==> src/rtl/cs_enc_pkg.sv <==
package cs_enc_pkg;

  // Per-slot control strobes issued by the sequencer
  typedef struct packed {
    logic latch;   // capture channel samples (slot 0 only)
    logic clear;   // clear accumulator and capture selection mask
    logic add;     // accumulate one channel this cycle
    logic last;    // final cycle of the slot
  } seq_strb_t;

  // Output width: input width plus half the channel-count log
  function automatic int meas_width(input int sw, input int nch);
    return sw + ($clog2(nch) / 2);
  endfunction

endpackage

==> src/rtl/cs_frame_seq.sv <==
module cs_frame_seq
  import cs_enc_pkg::*;
#(
  parameter int NCH         = 16,
  parameter int SLOT_CLKS   = 20,
  parameter int FRAME_SLOTS = 5,
  parameter int LATCH_CYC   = 2,
  localparam int CW  = $clog2(SLOT_CLKS),
  localparam int SLW = $clog2(FRAME_SLOTS),
  localparam int IW  = $clog2(NCH)
) (
  input  logic           clk,
  input  logic           rst,
  input  logic           en,
  output logic [SLW-1:0] slot,
  output seq_strb_t      strb,
  output logic [IW-1:0]  sum_idx,
  output logic           sample_req
);

  localparam int SUM_START = LATCH_CYC + 1;
  localparam int SUM_END   = SUM_START + NCH - 1;

  logic [CW-1:0] cyc;

  always_ff @(posedge clk) begin
    if (rst || !en) begin
      cyc  <= '0;
      slot <= '0;
    end else if (cyc == CW'(SLOT_CLKS - 1)) begin
      cyc  <= '0;
      slot <= (slot == SLW'(FRAME_SLOTS - 1)) ? '0 : slot + 1'b1;
    end else begin
      cyc <= cyc + 1'b1;
    end
  end

  always_ff @(posedge clk) begin
    if (rst) sample_req <= 1'b0;
    else     sample_req <= en && (cyc == '0) && (slot == '0);
  end

  always_comb begin
    strb.latch = en && (slot == '0) && (cyc == CW'(LATCH_CYC));
    strb.clear = en && (cyc == CW'(LATCH_CYC));
    strb.add   = en && (cyc >= CW'(SUM_START)) && (cyc <= CW'(SUM_END));
    strb.last  = en && (cyc == CW'(SLOT_CLKS - 1));
    sum_idx    = IW'(cyc - CW'(SUM_START));
  end

endmodule

==> src/rtl/cs_prbs_mask.sv <==
module cs_prbs_mask #(
  parameter int NCH    = 16,
  parameter int LA     = 7,
  parameter int FA     = 6,
  parameter int LB     = 9,
  parameter int FB     = 5,
  parameter int KOFF   = 3,
  parameter logic [LA-1:0] SEED_A = 7'h55,
  parameter logic [LB-1:0] SEED_B = 9'h1A5
) (
  input  logic           clk,
  input  logic           rst,
  input  logic           adv,
  input  logic           cap,
  output logic [NCH-1:0] mask
);

  logic [LA-1:0]  reg_a;
  logic [LB-1:0]  reg_b;
  logic [NCH-1:0] sel_now;

  always_ff @(posedge clk) begin
    if (rst) begin
      reg_a <= SEED_A;
      reg_b <= SEED_B;
    end else if (adv) begin
      reg_a <= {reg_a[LA-2:0], reg_a[LA-1] ^ reg_a[FA-1]};
      reg_b <= {reg_b[LB-2:0], reg_b[LB-1] ^ reg_b[FB-1]};
    end
  end

  for (genvar i = 0; i < NCH; i++) begin : g_sel
    assign sel_now[i] = reg_a[i % LA] ^ reg_b[(i + KOFF) % LB];
  end

  always_ff @(posedge clk) begin
    if (rst)      mask <= '0;
    else if (cap) mask <= sel_now;
  end

endmodule

==> src/rtl/cs_serial_sum.sv <==
module cs_serial_sum #(
  parameter int NCH = 16,
  parameter int SW  = 8,
  localparam int IW = $clog2(NCH),
  localparam int AW = SW + $clog2(NCH)
) (
  input  logic              clk,
  input  logic              rst,
  input  logic              latch,
  input  logic              clear,
  input  logic              add,
  input  logic [IW-1:0]     idx,
  input  logic [NCH-1:0]    mask,
  input  logic [NCH*SW-1:0] samples,
  output logic [AW-1:0]     acc
);

  logic [SW-1:0] hold [NCH];
  logic [SW-1:0] term;

  always_ff @(posedge clk) begin
    if (latch) begin
      for (int i = 0; i < NCH; i++) hold[i] <= samples[i*SW +: SW];
    end
  end

  assign term = mask[idx] ? hold[idx] : '0;

  always_ff @(posedge clk) begin
    if (rst || clear) acc <= '0;
    else if (add)     acc <= acc + AW'(term);
  end

endmodule

==> src/rtl/cs_spatial_encoder.sv <==
module cs_spatial_encoder
  import cs_enc_pkg::*;
#(
  parameter int NCH         = 16,
  parameter int SW          = 8,
  parameter int SLOT_CLKS   = 20,
  parameter int FRAME_SLOTS = 5,
  parameter int MCW         = 5,
  localparam int OW  = meas_width(SW, NCH),
  localparam int AW  = SW + $clog2(NCH),
  localparam int SLW = $clog2(FRAME_SLOTS),
  localparam int IW  = $clog2(NCH)
) (
  input  logic              clk,
  input  logic              rst,
  input  logic              enable,
  input  logic [MCW-1:0]    m_cfg,
  input  logic [NCH*SW-1:0] samples,
  output logic [OW-1:0]     meas,
  output logic              meas_valid,
  output logic              frame_start,
  output logic              sample_req
);

  seq_strb_t      strb;
  logic [SLW-1:0] slot;
  logic [IW-1:0]  sum_idx;
  logic [NCH-1:0] mask;
  logic [AW-1:0]  acc;
  logic [MCW-1:0] m_eff;
  logic           slot_act;
  logic           issue;

  always_comb begin
    if (m_cfg == '0)                     m_eff = MCW'(1);
    else if (m_cfg > MCW'(FRAME_SLOTS))  m_eff = MCW'(FRAME_SLOTS);
    else                                 m_eff = m_cfg;
  end

  assign slot_act = MCW'(slot) < m_eff;
  assign issue    = strb.last && slot_act;

  cs_frame_seq #(
    .NCH(NCH), .SLOT_CLKS(SLOT_CLKS), .FRAME_SLOTS(FRAME_SLOTS), .LATCH_CYC(2)
  ) u_seq (
    .clk(clk), .rst(rst), .en(enable), .slot(slot), .strb(strb),
    .sum_idx(sum_idx), .sample_req(sample_req)
  );

  cs_prbs_mask #(.NCH(NCH)) u_prbs (
    .clk(clk), .rst(rst), .adv(issue), .cap(strb.clear), .mask(mask)
  );

  cs_serial_sum #(.NCH(NCH), .SW(SW)) u_sum (
    .clk(clk), .rst(rst), .latch(strb.latch), .clear(strb.clear),
    .add(strb.add), .idx(sum_idx), .mask(mask), .samples(samples), .acc(acc)
  );

  always_ff @(posedge clk) begin
    if (rst) begin
      meas        <= '0;
      meas_valid  <= 1'b0;
      frame_start <= 1'b0;
    end else begin
      meas_valid  <= 1'b0;
      frame_start <= 1'b0;
      if (issue) begin
        meas        <= acc[AW-1 -: OW];
        meas_valid  <= 1'b1;
        frame_start <= (slot == '0);
      end
    end
  end

endmodule

==> config.mk <==
export PLATFORM = sky130hd
export DESIGN_NAME = cs_spatial_encoder
export DESIGN_NICKNAME = d
export VERILOG_FILES = /design/src/rtl/cs_enc_pkg.sv /design/src/rtl/cs_frame_seq.sv /design/src/rtl/cs_prbs_mask.sv /design/src/rtl/cs_serial_sum.sv /design/src/rtl/cs_spatial_encoder.sv
export SDC_FILE = /design/constraint.sdc
export NUM_CORES = 1
export LEC_CHECK = 0
export ABC_CLOCK_PERIOD_IN_PS = 15250
export BUFFER_PORTS_ARGS = -buffer_cell sky130_fd_sc_hd__buf_2
export CORE_MARGIN = 3
export CORE_UTILIZATION = 45
export DETAILED_ROUTE_END_ITERATION = 16
export PLACE_DENSITY = 0.73
export SYNTH_ARGS = -nofsm -noshare
export SYNTH_HDL_FRONTEND = slang
export SYNTH_SLANG_ARGS = --single-unit
==> constraint.sdc <==
create_clock -name clk -period 15.25 [get_ports clk]
set_input_delay 1.525 -clock clk [delete_from_list [all_inputs] [get_ports clk]]
set_output_delay 1.525 -clock clk [all_outputs]
set_load 0.005 [all_outputs]
# Yosys cells after proc, flatten, opt, wreduce, memory -nomap -nowiden
# Memory sizes are Yosys's and may differ from the RTL's.
# Cells that the tools add are included.
[op_classes]
n_addsub = 4
n_lt_le_gt_ge = 5
n_eq_ne = 3
muxes = 9
bitwise_logic = 19
n_reduce_logical = 17
[op_table]
columns = ["operator", "n"]
rows = [
  ["bitwise XOR 1 bit", 18],
  ["adder 12 x 8 -> 12 bit", 1],
  ["logical NOT 5 bit", 2],
  ["two-way mux 5 bit", 2],
  ["logical AND 1 bit", 9],
  ["two-way mux 8 bit", 1],
  ["adder 5 x 1 -> 5 bit (second input constant)", 1],
  ["== test 5 x 2 -> 1 bit (second input constant)", 1],
  ["== test 5 bit (second input constant)", 1],
  [">= comparator 5 x 2 -> 1 bit (second input constant)", 1],
  ["greater-than comparator 5 x 3 -> 1 bit (second input constant)", 1],
  ["<= comparator 5 bit (second input constant)", 1],
  ["< comparator 3 x 5 -> 1 bit", 1],
  ["< comparator 4 x 5 -> 1 bit (second input constant)", 1],
  ["binary-select mux 1 bit (select 4 bit)", 1],
  ["two-way mux 1 bit", 4],
  ["OR reduction 2 bit", 2],
  ["subtractor 4 x 2 -> 4 bit (second input constant)", 1],
  ["adder 3 x 1 -> 3 bit (second input constant)", 1],
  ["== test 3 bit (second input constant)", 1],
  ["logical NOT 3 bit", 1],
  ["two-way mux 3 bit", 1],
  ["logical OR 1 bit", 2],
  ["logical NOT 1 bit", 1],
  ["inverter 1 bit", 1],
]
[word_totals]
regBits = 65
mem_bits_rw = 128
in_bits = 136
out_inout_bits = 13
mem_count = 1
[memory_table]
columns = ["name", "words", "width", "read_ports", "rd_ports_with_merged_regs", "write_ports", "line", "source"]
rows = [
  ["u_sum.hold", 16, 8, 1, 0, 16, "cs_serial_sum.sv:18", "logic [SW-1:0] hold [NCH];"],
]

# Longest topological paths before layout
# Gate-level depths: netlist (run 1).
[depth]
ltp_word = 7
ltp_mapped = 18

# Hierarchy
# From an unflattened synthesis (run 1), not the netlist that was laid out.
[unflattened]
cells_unflattened = 565
hier_area_um2 = 8465.6
[by_module_without_submodules]
columns = ["mod", "n_inst", "cells_each", "area_each_um2", "seq_area_each_um2"]
rows = [
  ["cs_serial_sum", 1, 316, 5985.7, 4083.9],
  ["cs_prbs_mask", 1, 128, 1311.3, 640.6],
  ["cs_spatial_encoder", 1, 58, 603.1, 240.2],
  ["cs_frame_seq", 1, 63, 565.5, 180.2],
]

# Worst setup path before layout (run 1)
# No wires, ideal clock.
[synth_path]
path_type = "input to register"
from = "input port enable"
to = "memory u_sum.hold[0][0], enable pin"
t_arrival_ps = 10301
required_time_ps = 14478
slack_ps = 4177
stages = 2
path_buffers = 0
path_cell_list = "nand2_1 > nor3_1"
[synth_lines]
columns = ["item", "line", "source"]
rows = [
  ["from (decl)", "cs_spatial_encoder.sv:16", "input logic enable,"],
  ["to (decl)", "cs_serial_sum.sv:18", ""],
]

# Worst setup path after layout (run 1)
[layout_path]
from = "register u_seq.cyc[1]"
to = "register u_sum.acc[6]"
[layout_between]
elab_chain_len = 5
elab_cells_between_ends = 13
[layout_lines]
columns = ["item", "line", "source"]
rows = [
  ["from (decl)", "cs_frame_seq.sv:24", "logic [CW-1:0] cyc;"],
  ["from (signal assigned)", "cs_frame_seq.sv:34", "cyc <= cyc + 1'b1;"],
  ["subtractor 4 x 2 -> 4 bit (*)", "cs_frame_seq.sv:48", "sum_idx = IW'(cyc - CW'(SUM_START));"],
  ["net sum_idx[1]", "cs_spatial_encoder.sv:27", "logic [IW-1:0] sum_idx;"],
  ["binary-select mux 1 bit (select 4 bit)", "cs_serial_sum.sv:27", "assign term = mask[idx] ? hold[idx] : '0;"],
  ["two-way mux 1 bit (not written as such)", "cs_serial_sum.sv:27", ""],
  ["two-way mux 8 bit (*)", "cs_serial_sum.sv:27", ""],
  ["adder 12 x 8 -> 12 bit (*)", "cs_serial_sum.sv:31", "else if (add) acc <= acc + AW'(term);"],
  ["to (signal assigned)", "cs_serial_sum.sv:31", ""],
  ["to (decl)", "cs_serial_sum.sv:15", "output logic [AW-1:0] acc"],
]
# Mark *: on every way through the listed nets, which the timed path passes. The rest lies on a longest branch. The select of a mux whose other input is x is not followed.
# A chain may end at the register's enable or synchronous reset.

==> reports/summary.txt, run 1 <==
DRT iter0 DRCs: 411
Root buf cell: clkbuf_16
Worst-case clock buffer depth: 2
Largest net degree at the start of global routing: 77
HP Class: flip-flop to flip-flop
Synthesized flop and latch total: 193
H-tree depth: 4
FILL cells: 1582
Hold Worst Slack: 0.4808 ns
Synth top area share: 44.05%
Cell taking the most area after synthesis: edfxtp_1
Synth Flop Type: edfxtp_1
Max-cap viol count: 0
Synth-to-Final Area Change: 17.85%
Tmin final: 4.275 ns
Mean Syn Cell Area: 13.06 µm²
Share of layout cells above drive strength 1: 29.68%
Slew @ Worst Pin: 1.119 ns
Row cnt: 50
Post-layout util: 54.43%
Worst path required time: 15.55 ns
Setup TNS: 0 ns
Resized Gates After CTS: 0
DRT Pass-1 Iters: 5
Gr usage total: 17.65%
Ant. Diodes: 0
CP max stage cell: mux4_2
Netlist Area Pre-Place: 8726 µm²
DIE WIDTH: 145.3 µm
Register area share after synthesis: 58.96%
Lkg Pwr: 3.815 nW
Cells after Synth: 668
Vias in the first global route: 5651
Fraction of registers with async set/reset: 0%
Number of remaining DRC errors: 0
Fmax: 0.2339 GHz
Worst path cell trace: inv_1, ha_2, buf_4, mux4_2, mux4_2, o211a_1, ha_1, fa_1, a211oi_1, o21bai_1, a21oi_1, or4_1, o211ai_1
CP Class: flip-flop to flip-flop
P per Cell Area: 106.0 nW/µm²
Rel. slew slack: 25.33%
Crit path DAT: 4.57 ns
Post-synth cell types: 53
Sink Count: 193
Placed Cells incl. Taps: 1040
Num CTS Buffers: 17
CTS tree: yes
Endpoints failing hold: 0
Via count: 5804
Hold Buf Count CTS: 0
Most common cell after layout, fill and taps aside: buf_2
Core area: 18890 µm²
Post-route ant nets: 0
Startpoint Class: flip-flop
CP peak stage delay: 0.58 ns
GR Overflow Total: 0
Worst-path clk slew: 0.08 ns
Post-CTS Setup Bufs: 0
Design area: 10280 µm²
Avg Vias per Cell: 5.414
Synth top area cells: edfxtp_1 44%, dfxtp_1 15%, mux4_2 9.5%, nand2_1 3.4%, mux2i_1 2.4%
GP Congestion: 0.8019
Crit path capture type: flip-flop
First-pass GRT wire length: 30120 µm
Initial antenna violation count: 0
Pre-CTS setup slack: 10.98 ns
R2R setup slack: 10.97 ns
Number of port buffers: 148
Ports: 149
Crit path buf inv count: 2
Peak VDD IR: 0.08234 mV
Die H: 145.3 µm
Worst Slack Setup Final: 10.97 ns
DP Area: 9654 µm²
Most frequent cells in the layout: 148 x buf_2, 128 x edfxtp_1, 78 x nand2_1
Final wirelength: 18090 µm
Pwr Total: 1.090 mW
Clock Skews: 0.01272 ns
Worst path most repeated cell: mux4_2
Synthesized net count: 820
Final cell count without fillers: 1072
Final setup violating endpoints: 0
Starting Density: 46.19%
Number of flops mapped to enable cells by yosys: 128
Clk Latency, worst-skew pair: 0.44 ns
Status: finished clean
Drt wl/cell: 16.88 µm
Delay-heaviest family, CP: multiplexers
RSZ-0062 raised after global routing: no
Yosys warning count: 0
Die Footprint: 21100 µm²
Dpl hpwl: 12240 µm
Fin nets: 951
Crit share post-route: 28.03%
Max Slew Vio Count: 0
CP Max Fanout: 37
## metal layers
layer  vias up  global-route usage (%)  share of wire, %  wire [µm]
met1      2774                   26.27                47       8465
met5         -                       0                 0          0
li1       2814                       -                 -          -
met4         0                   5.033               1.4        252
met2       200                   26.13                45       8156
met3        16                   3.998               6.7       1217
## synthesized netlist by cell type (all sizes together), types with 2 or more instances
cell    instances
a211oi         19
ha             15
nor3           11
a21oi          20
buf            19
dfxtp          65
a21o            3
o211ai         18
nand2b          3
mux4           37
nand2          78
nand3b          2
and2            3
and3           15
mux2i          21
xor2            3
inv            16
o311ai         17
nor4            8
nor2b          19
xnor2          22
nor3b           2
clkbuf         28
or3             4
o211a           8
o21ai           8
nand4          19
edfxtp        128
nand3          17
nor2           28
## worst register-to-register path: cells and delay by family (launching register included)
| kind | cells | cell delay [ns] |
|---|---|---|
| AOI/OAI and AO/OA | 5 | 0.93 |
| DFF | 1 | 0.44 |
| adders and majority gates | 3 | 0.95 |
| and+or+nand+nor | 1 | 0.13 |
| buffers and inverters | 2 | 0.51 |
| muxes | 2 | 1.18 |
## state kept, by name (all words and copies together) (netlist names), 3 cells and up
register / cells
u_prbs.mask: 16
u_prbs.reg_b: 9
u_seq.cyc: 5
u_sum.acc: 12
u_sum.hold: 128
u_seq.slot: 3
meas: 10
u_prbs.reg_a: 7
## power breakdown
group	internal (mW)	switching [mW]	total [mW]
Combinational	0.0294	0.0323	0.0617
Sequential	0.562	0.00189	0.564
Clock	0.231	0.233	0.464
## layout make-up
type                       instances  area [µm²]  area share, %
sequential                       193        5146          50.04
clock buffer                      17       425.4          4.137
clock inverter                    15       203.9          1.983
timing repair buffer             159       823.3          8.006
multi-input combinational        412        3299          32.08
tap                              260       325.3          3.163
inverter                          16       60.06         0.5840
## cell families after synthesis
| logic type | count (synthesis) | synth area share, % |
|---|---|---|
| simple gates | 211 | 12.00 |
| flops | 193 | 58.96 |
| compound gates | 102 | 8.747 |
| buf+inv | 63 | 3.355 |
| mux | 58 | 11.96 |
| xor+xnor | 25 | 2.596 |
| fa+ha+maj | 16 | 2.380 |
## path summary, 6_finish.rpt
path | from | endpoint | cells past startpoint
setup reg to reg | u_seq.cyc[1] | u_sum.acc[6] | 13
setup / recovery | u_seq.cyc[1] | u_sum.acc[6] | 13
hold reg to reg | u_sum.acc[0] | u_sum.acc[0] | 2
hold / removal | u_sum.acc[0] | u_sum.acc[0] | 2
No activity file was read; power rests on OpenSTA's default activity.
==> run 2: changes to the inputs <==
Settings changed: ABC_CLOCK_PERIOD_IN_PS 15250 to 3900, PLACE_DENSITY 0.73 to 0.76.
Clock period 15.25 ns to 3.9 ns, I/O delays scaled along.
==> run 2 against run 1 <==
  * Maximum frequency increased by 14%
  * Critical path depth decreased by 1
  * Clock power increased to 3.7 times the previous value
  * Clock skew increased by 0.0036 ns
  * Total power increased to 3.8 times the previous value
  * Core utilization increased by 0.15 points
  * Routed wire length increased by 7.9%
  * Final cell count increased by 0.37%
==> reports/summary.txt, run 2 (synthesis results as in run 1) <==
Dpl hpwl: 13440 µm (+9.8%)
Number of flip-flops in the largest register: 128 (unchanged)
Fmax: 0.2662 GHz (+14%)
Crit path capture type: flip-flop
Drt wl/cell: 18.14 µm (+7.5%)
Avg Vias per Cell: 5.545 (+2.4%)
GP Congestion: 0.8434 (+5.2%)
Largest regs: u_sum.hold x128, u_prbs.mask x16, u_sum.acc x12
P per Cell Area: 404.2 nW/µm² (+280%)
Core area: 18890 µm² (unchanged)
Hold Buf Count CTS: 0 (unchanged)
Most frequent cells in the layout: 148 x buf_2, 128 x edfxtp_1, 77 x nand2_1
Startpoint Class: flip-flop
Worst Slack Setup Final: 0.1433 ns (-10.83 ns)
Starting Density: 46.19% (unchanged)
Max-cap viol count: 0 (unchanged)
HP Class: input port to flip-flop
Crit share post-route: 96.33% (+68 points)
Num CTS Buffers: 17 (unchanged)
Status: finished clean
Worst-path clk slew: 0.08 ns (about the same)
Gr usage total: 18.63% (+0.98 points)
Row cnt: 50 (unchanged)
Initial antenna violation count: 0 (unchanged)
Fin nets: 955 (+0.42%)
CTS tree: yes
Rel. slew slack: 26.15% (+0.82 points)
Synth-to-Final Area Change: 18.17%
DRT iter0 DRCs: 538 (+31%)
Largest net degree at the start of global routing: 129 (+68%)
Endpoints failing hold: 0 (unchanged)
Worst-case clock buffer depth: 2 (unchanged)
DRT Pass-1 Iters: 4 (-1)
Number of port buffers: 148 (unchanged)
Share of layout cells above drive strength 1: 30.39% (+0.71 points)
Die Footprint: 21100 µm² (unchanged)
Multi-input logic area: 3333 µm² (+1.0%)
Worst path required time: 4.20 ns (-11.35 ns)
Sink Count: 193 (unchanged)
Root buf cell: clkbuf_16
Lkg Pwr: 3.825 nW (+0.25%)
Die H: 145.3 µm (unchanged)
Via count: 5966 (+2.8%)
CP Max Fanout: 8 (-78%)
Biggest register: u_sum.hold
Most common cell after layout, fill and taps aside: buf_2
Sequential cell area: 5146 µm² (unchanged)
First-pass GRT wire length: 31310 µm (+4.0%)
Peak VDD IR: 0.3717 mV (+350%)
H-tree depth: 4 (unchanged)
GR Overflow Total: 0 (unchanged)
Number of remaining DRC errors: 0 (unchanged)
Ant. Diodes: 0 (unchanged)
FILL cells: 1545 (-2.3%)
Crit path DAT: 4.06 ns (-0.51 ns)
Final wirelength: 19520 µm (+7.9%)
Pwr Total: 4.168 mW (+280%)
Slew @ Worst Pin: 1.107 ns (-0.01231 ns)
Max Slew Vio Count: 0 (unchanged)
Post-route ant nets: 0 (unchanged)
CP Class: flip-flop to flip-flop
Final setup violating endpoints: 0 (unchanged)
Clk Latency, worst-skew pair: 0.44 ns (about the same)
Pre-CTS setup slack: 0.08899 ns (-10.89 ns)
Tmin final: 3.757 ns (-0.5184 ns)
DIE WIDTH: 145.3 µm (unchanged)
Clock Skews: 0.01635 ns (+0.003625 ns)
Ports: 149 (unchanged)
Vias in the first global route: 5872 (+3.9%)
run 2: final timing paths:
kind / from / endpoint / slack (ns) / depth (start not counted)
setup / recovery: u_seq.cyc[0] / u_sum.acc[6] / 0.14 / 12
setup reg to reg: u_seq.cyc[0] / u_sum.acc[6] / 0.14 / 12
hold / removal: samples[71] / u_sum.hold[8][7] / 0.12 / 1
hold reg to reg: meas[2] / meas[2] / 0.49 / 2
run 2: what timing repair did:
action,in CTS,in global routing
resized for setup,0,1
setup buffers,0,0
setup endpoints to repair,0,3
hold endpoints to repair,0,0
run 2: area by class of cell:
type | instances | share of cell area (%)
inverters | 16 | 0.6067
well taps | 260 | 3.155
clock buffers | 18 | 4.162
repair buffers | 163 | 8.397
multi-input cells | 412 | 32.33
clock inverters | 14 | 1.444
flip-flops and latches | 193 | 49.91
run 2: per-stage QoR:
stage | hold WS, ns | instance area, µm² | util [%] | cells | TNS [ns]
CTS | 0.1101 | 10310 | 54.55 | 1076 | 0
global route | 0.1074 | 10310 | 54.58 | 1076 | -0.008773
floorplan | 0.4406 | 8783 | - | 668 | -68.30
detailed placement | 0.4691 | 9728 | 51.49 | 1044 | 0
global placement | 0.4604 | 9728 | 51.49 | 1044 | 0
finish | 0.1220 | 10310 | 54.58 | 1076 | 0
run 2: power by group:
| group | internal [mW] | switching (mW) | leakage (nW) |
|---|---|---|---|
| Clock | 0.861 | 0.846 | 0.282 |
| Sequential | 2.20 | 0.00834 | 1.68 |
| Combinational | 0.119 | 0.134 | 1.86 |
run 2: metal layers:
layer | routed length [µm] | part of all wire, % | track usage [%] | vias to the layer above
met5 | 0 | 0 | 0 | -
met4 | 329 | 1.7 | 6.078 | 0
met3 | 1283 | 6.6 | 3.498 | 20
met2 | 9286 | 48 | 29.40 | 239
met1 | 8618 | 44 | 26.25 | 2885
li1 | - | - | - | 2822
run 2: worst max-delay path: stages (launching register included):
cell and delay [ns]:
dfxtp_2 0.36, inv_4 0.04, ha_1 0.44, mux4_2 0.55
mux4_2 0.59, o211a_1 0.16, ha_1 0.21, fa_1 0.44
a211oi_2 0.32, o21bai_1 0.12, a21oi_1 0.18, or4_1 0.13
o211ai_1 0.09
==> run 3: changes to the inputs <==
Settings changed: PLACE_DENSITY 0.76 to 0.69.
==> run 3 against run 2 <==
  * Sequential share of layout area is 0.22 points lower
  * Register-to-register slack better by 0.06 ns
  * Combinational power hardly changed
  * Setup slack better by 0.063 ns
  * Die area stayed put
  * Design area is 0.45% higher
  * Via count is 2.5% lower
  * Largest power group unchanged
==> reports/summary.txt, run 3 (synthesis results as in run 1) <==
Largest regs: u_sum.hold x128, u_prbs.mask x16, u_sum.acc x12
Slew @ Worst Pin: 1.126 ns (+0.01988 ns)
Synth-to-Final Area Change: 18.70%
Number of port buffers: 148 (unchanged)
Register-to-Register Path Depth: 12 (unchanged)
Rel. slew slack: 24.83% (-1.3 points)
Max-cap viol count: 0 (unchanged)
Endpoints failing hold: 0 (unchanged)
Crit path capture type: flip-flop
Number of remaining DRC errors: 0 (unchanged)
Crit path DAT: 3.99 ns (-0.07 ns)
GR Overflow Total: 0 (unchanged)
Num CTS Buffers: 17 (unchanged)
Die H: 145.3 µm (unchanged)
HP Class: input port to flip-flop
Design area: 10360 µm² (+0.45%)
DIE WIDTH: 145.3 µm (unchanged)
Startpoint Class: flip-flop
DP Area: 9736 µm² (about the same)
Worst-path clk slew: 0.08 ns (about the same)
Gr usage total: 17.81% (-0.82 points)
Final cell count without fillers: 1075 (-0.093%)
Final wirelength: 18500 µm (-5.2%)
Die Footprint: 21100 µm² (unchanged)
Biggest register: u_sum.hold
Peak VDD IR: 0.3096 mV (-17%)
CP peak stage delay: 0.54 ns (-0.05 ns)
Post-layout util: 54.82% (+0.25 points)
Worst-case clock buffer depth: 2 (unchanged)
Core area: 18890 µm² (unchanged)
Share of layout cells above drive strength 1: 30.55% (+0.16 points)
Post-route ant nets: 0 (unchanged)
RR Endpoint: u_sum.acc[6]
Worst path most repeated cell: mux4_2
Clk Latency, worst-skew pair: 0.43 ns (about the same)
Ant. Diodes: 0 (unchanged)
Worst path cell trace: inv_4, ha_2, mux4_2, mux4_2, buf_4, o211a_1, fa_1, a211oi_2, o21bai_1, a21oi_1, or4_1, o211ai_1
Hold path start: samples[75]
CP max stage cell: mux4_2
Most frequent cells in the layout: 148 x buf_2, 128 x edfxtp_1, 77 x nand2_1
Starting Density: 46.19% (unchanged)
Most common cell after layout, fill and taps aside: buf_2
Avg Vias per Cell: 5.410 (-2.4%)
DRT iter0 DRCs: 386 (-28%)
CP Class: flip-flop to flip-flop
Pre-CTS setup slack: 0.2008 ns (+0.1118 ns)
Placed Cells incl. Taps: 1043 (-0.096%)
Number of flip-flops in the largest register: 128 (unchanged)
First-pass GRT wire length: 30070 µm (-4.0%)
Lkg Pwr: 3.838 nW (+0.35%)
Root buf cell: clkbuf_16
Fmax: 0.2707 GHz (+1.7%)
Worst hold path endpoint: u_sum.hold[9][3]
RSZ-0062 raised after global routing: no
GP Congestion: 0.8402 (-0.38%)
Largest net degree at the start of global routing: 126 (-2.3%)
Row cnt: 50 (unchanged)
Dpl hpwl: 12760 µm (-5.1%)
Setup TNS: 0 ns (unchanged)
Crit path buf inv count: 2 (+1)
Crit share post-route: 94.72% (-1.6 points)
Delay-heaviest family, CP: multiplexers
Tmin final: 3.694 ns (-0.06284 ns)
Drt wl/cell: 17.20 µm (-5.2%)
R2R setup slack: 0.21 ns (+0.06 ns)
Worst path required time: 4.20 ns (about the same)
H-tree depth: 4 (unchanged)
Hold-critical path depth: 1 (unchanged)
Vias in the first global route: 5687 (-3.2%)
CP Max Fanout: 6 (-2)
Status: finished clean
Initial antenna violation count: 0 (unchanged)
DRT Pass-1 Iters: 5 (+1)
Via count: 5816 (-2.5%)
Sink Count: 193 (unchanged)
CTS tree: yes
P per Cell Area: 408.1 nW/µm² (+0.96%)
R2R Path Start: u_seq.cyc[0]
Clock Skews: 0.01273 ns (-0.003620 ns)
WP depth: 12 (unchanged)
Ports: 149 (unchanged)
Final setup violating endpoints: 0 (unchanged)
Worst Slack Setup Final: 0.2061 ns (+0.06284 ns)
Fin nets: 954 (-0.10%)
Max Slew Vio Count: 0 (unchanged)
-- run 3: cell count changes in the layout (fill, tap and decap cells not counted), sizes merged --
cell and change:
clkbuf -1, inv -4, bufinv +1, clkinv +4
buf -1
-- run 3: layer usage --
layer | wire length, µm | part of all wire, % | up-vias | track usage, %
li1 | - | - | 2814 | -
met4 | 193 | 1.0 | 0 | 4.084
met1 | 8275 | 45 | 2804 | 25.10
met2 | 8897 | 48 | 181 | 27.97
met3 | 1128 | 6.1 | 17 | 4.622
met5 | 0 | 0 | - | 0
-- run 3: worst max path at each step --
stage	startpoint	end	slack [ns]
floorplan	u_seq.cyc[0]	u_sum.hold[0][0]	-0.53
global placement	u_seq.cyc[0]	u_sum.acc[6]	0.25
detailed placement	u_seq.cyc[0]	u_sum.acc[6]	0.20
CTS	u_seq.cyc[0]	u_sum.acc[6]	0.17
global route	u_seq.cyc[0]	u_sum.acc[6]	0.03
finish	u_seq.cyc[0]	u_sum.acc[6]	0.21
-- run 3: power breakdown --
group	internal, mW	total [mW]	switching, mW
clock network	0.926	1.77	0.842
logic	0.120	0.251	0.132
registers	2.20	2.21	0.00709
-- run 3: timing repair --
item | CTS | global route
hold buffers | 0 | 0
gates resized for setup | 0 | 2
endpoints found under the setup margin | 0 | 3
setup buffers | 0 | 0
-- run 3: worst register-to-register path, cell delays in order, from the launching register on --
cell      delay, ns
dfxtp_2        0.38
inv_4          0.05
ha_2           0.41
mux4_2         0.52
mux4_2         0.54
buf_4          0.19
o211a_1        0.14
fa_1           0.48
a211oi_2       0.32
o21bai_1       0.12
a21oi_1        0.20
or4_1          0.14
o211ai_1       0.08
-- run 3: final cells by class --
class	instances	area, µm²
inverter	16	62.56
multi-input combinational	412	3336
tap	260	325.3
clock buffer	17	425.4
timing repair buffer	162	874.6
clock inverter	15	187.7
sequential	193	5146
fill	1580	8536
-- run 3: per-stage QoR --
| stage | power [mW] | hold slack (ns) |
|---|---|---|
| 2_1_floorplan | 2.398 | 0.4406 |
| 3_3_place_gp | 2.506 | 0.4624 |
| 3_5_place_dp | 2.507 | 0.4628 |
| 4_1_cts | 4.268 | 0.1100 |
| 5_1_grt | 4.388 | 0.1019 |
| 6_report | 4.227 | 0.1278 |
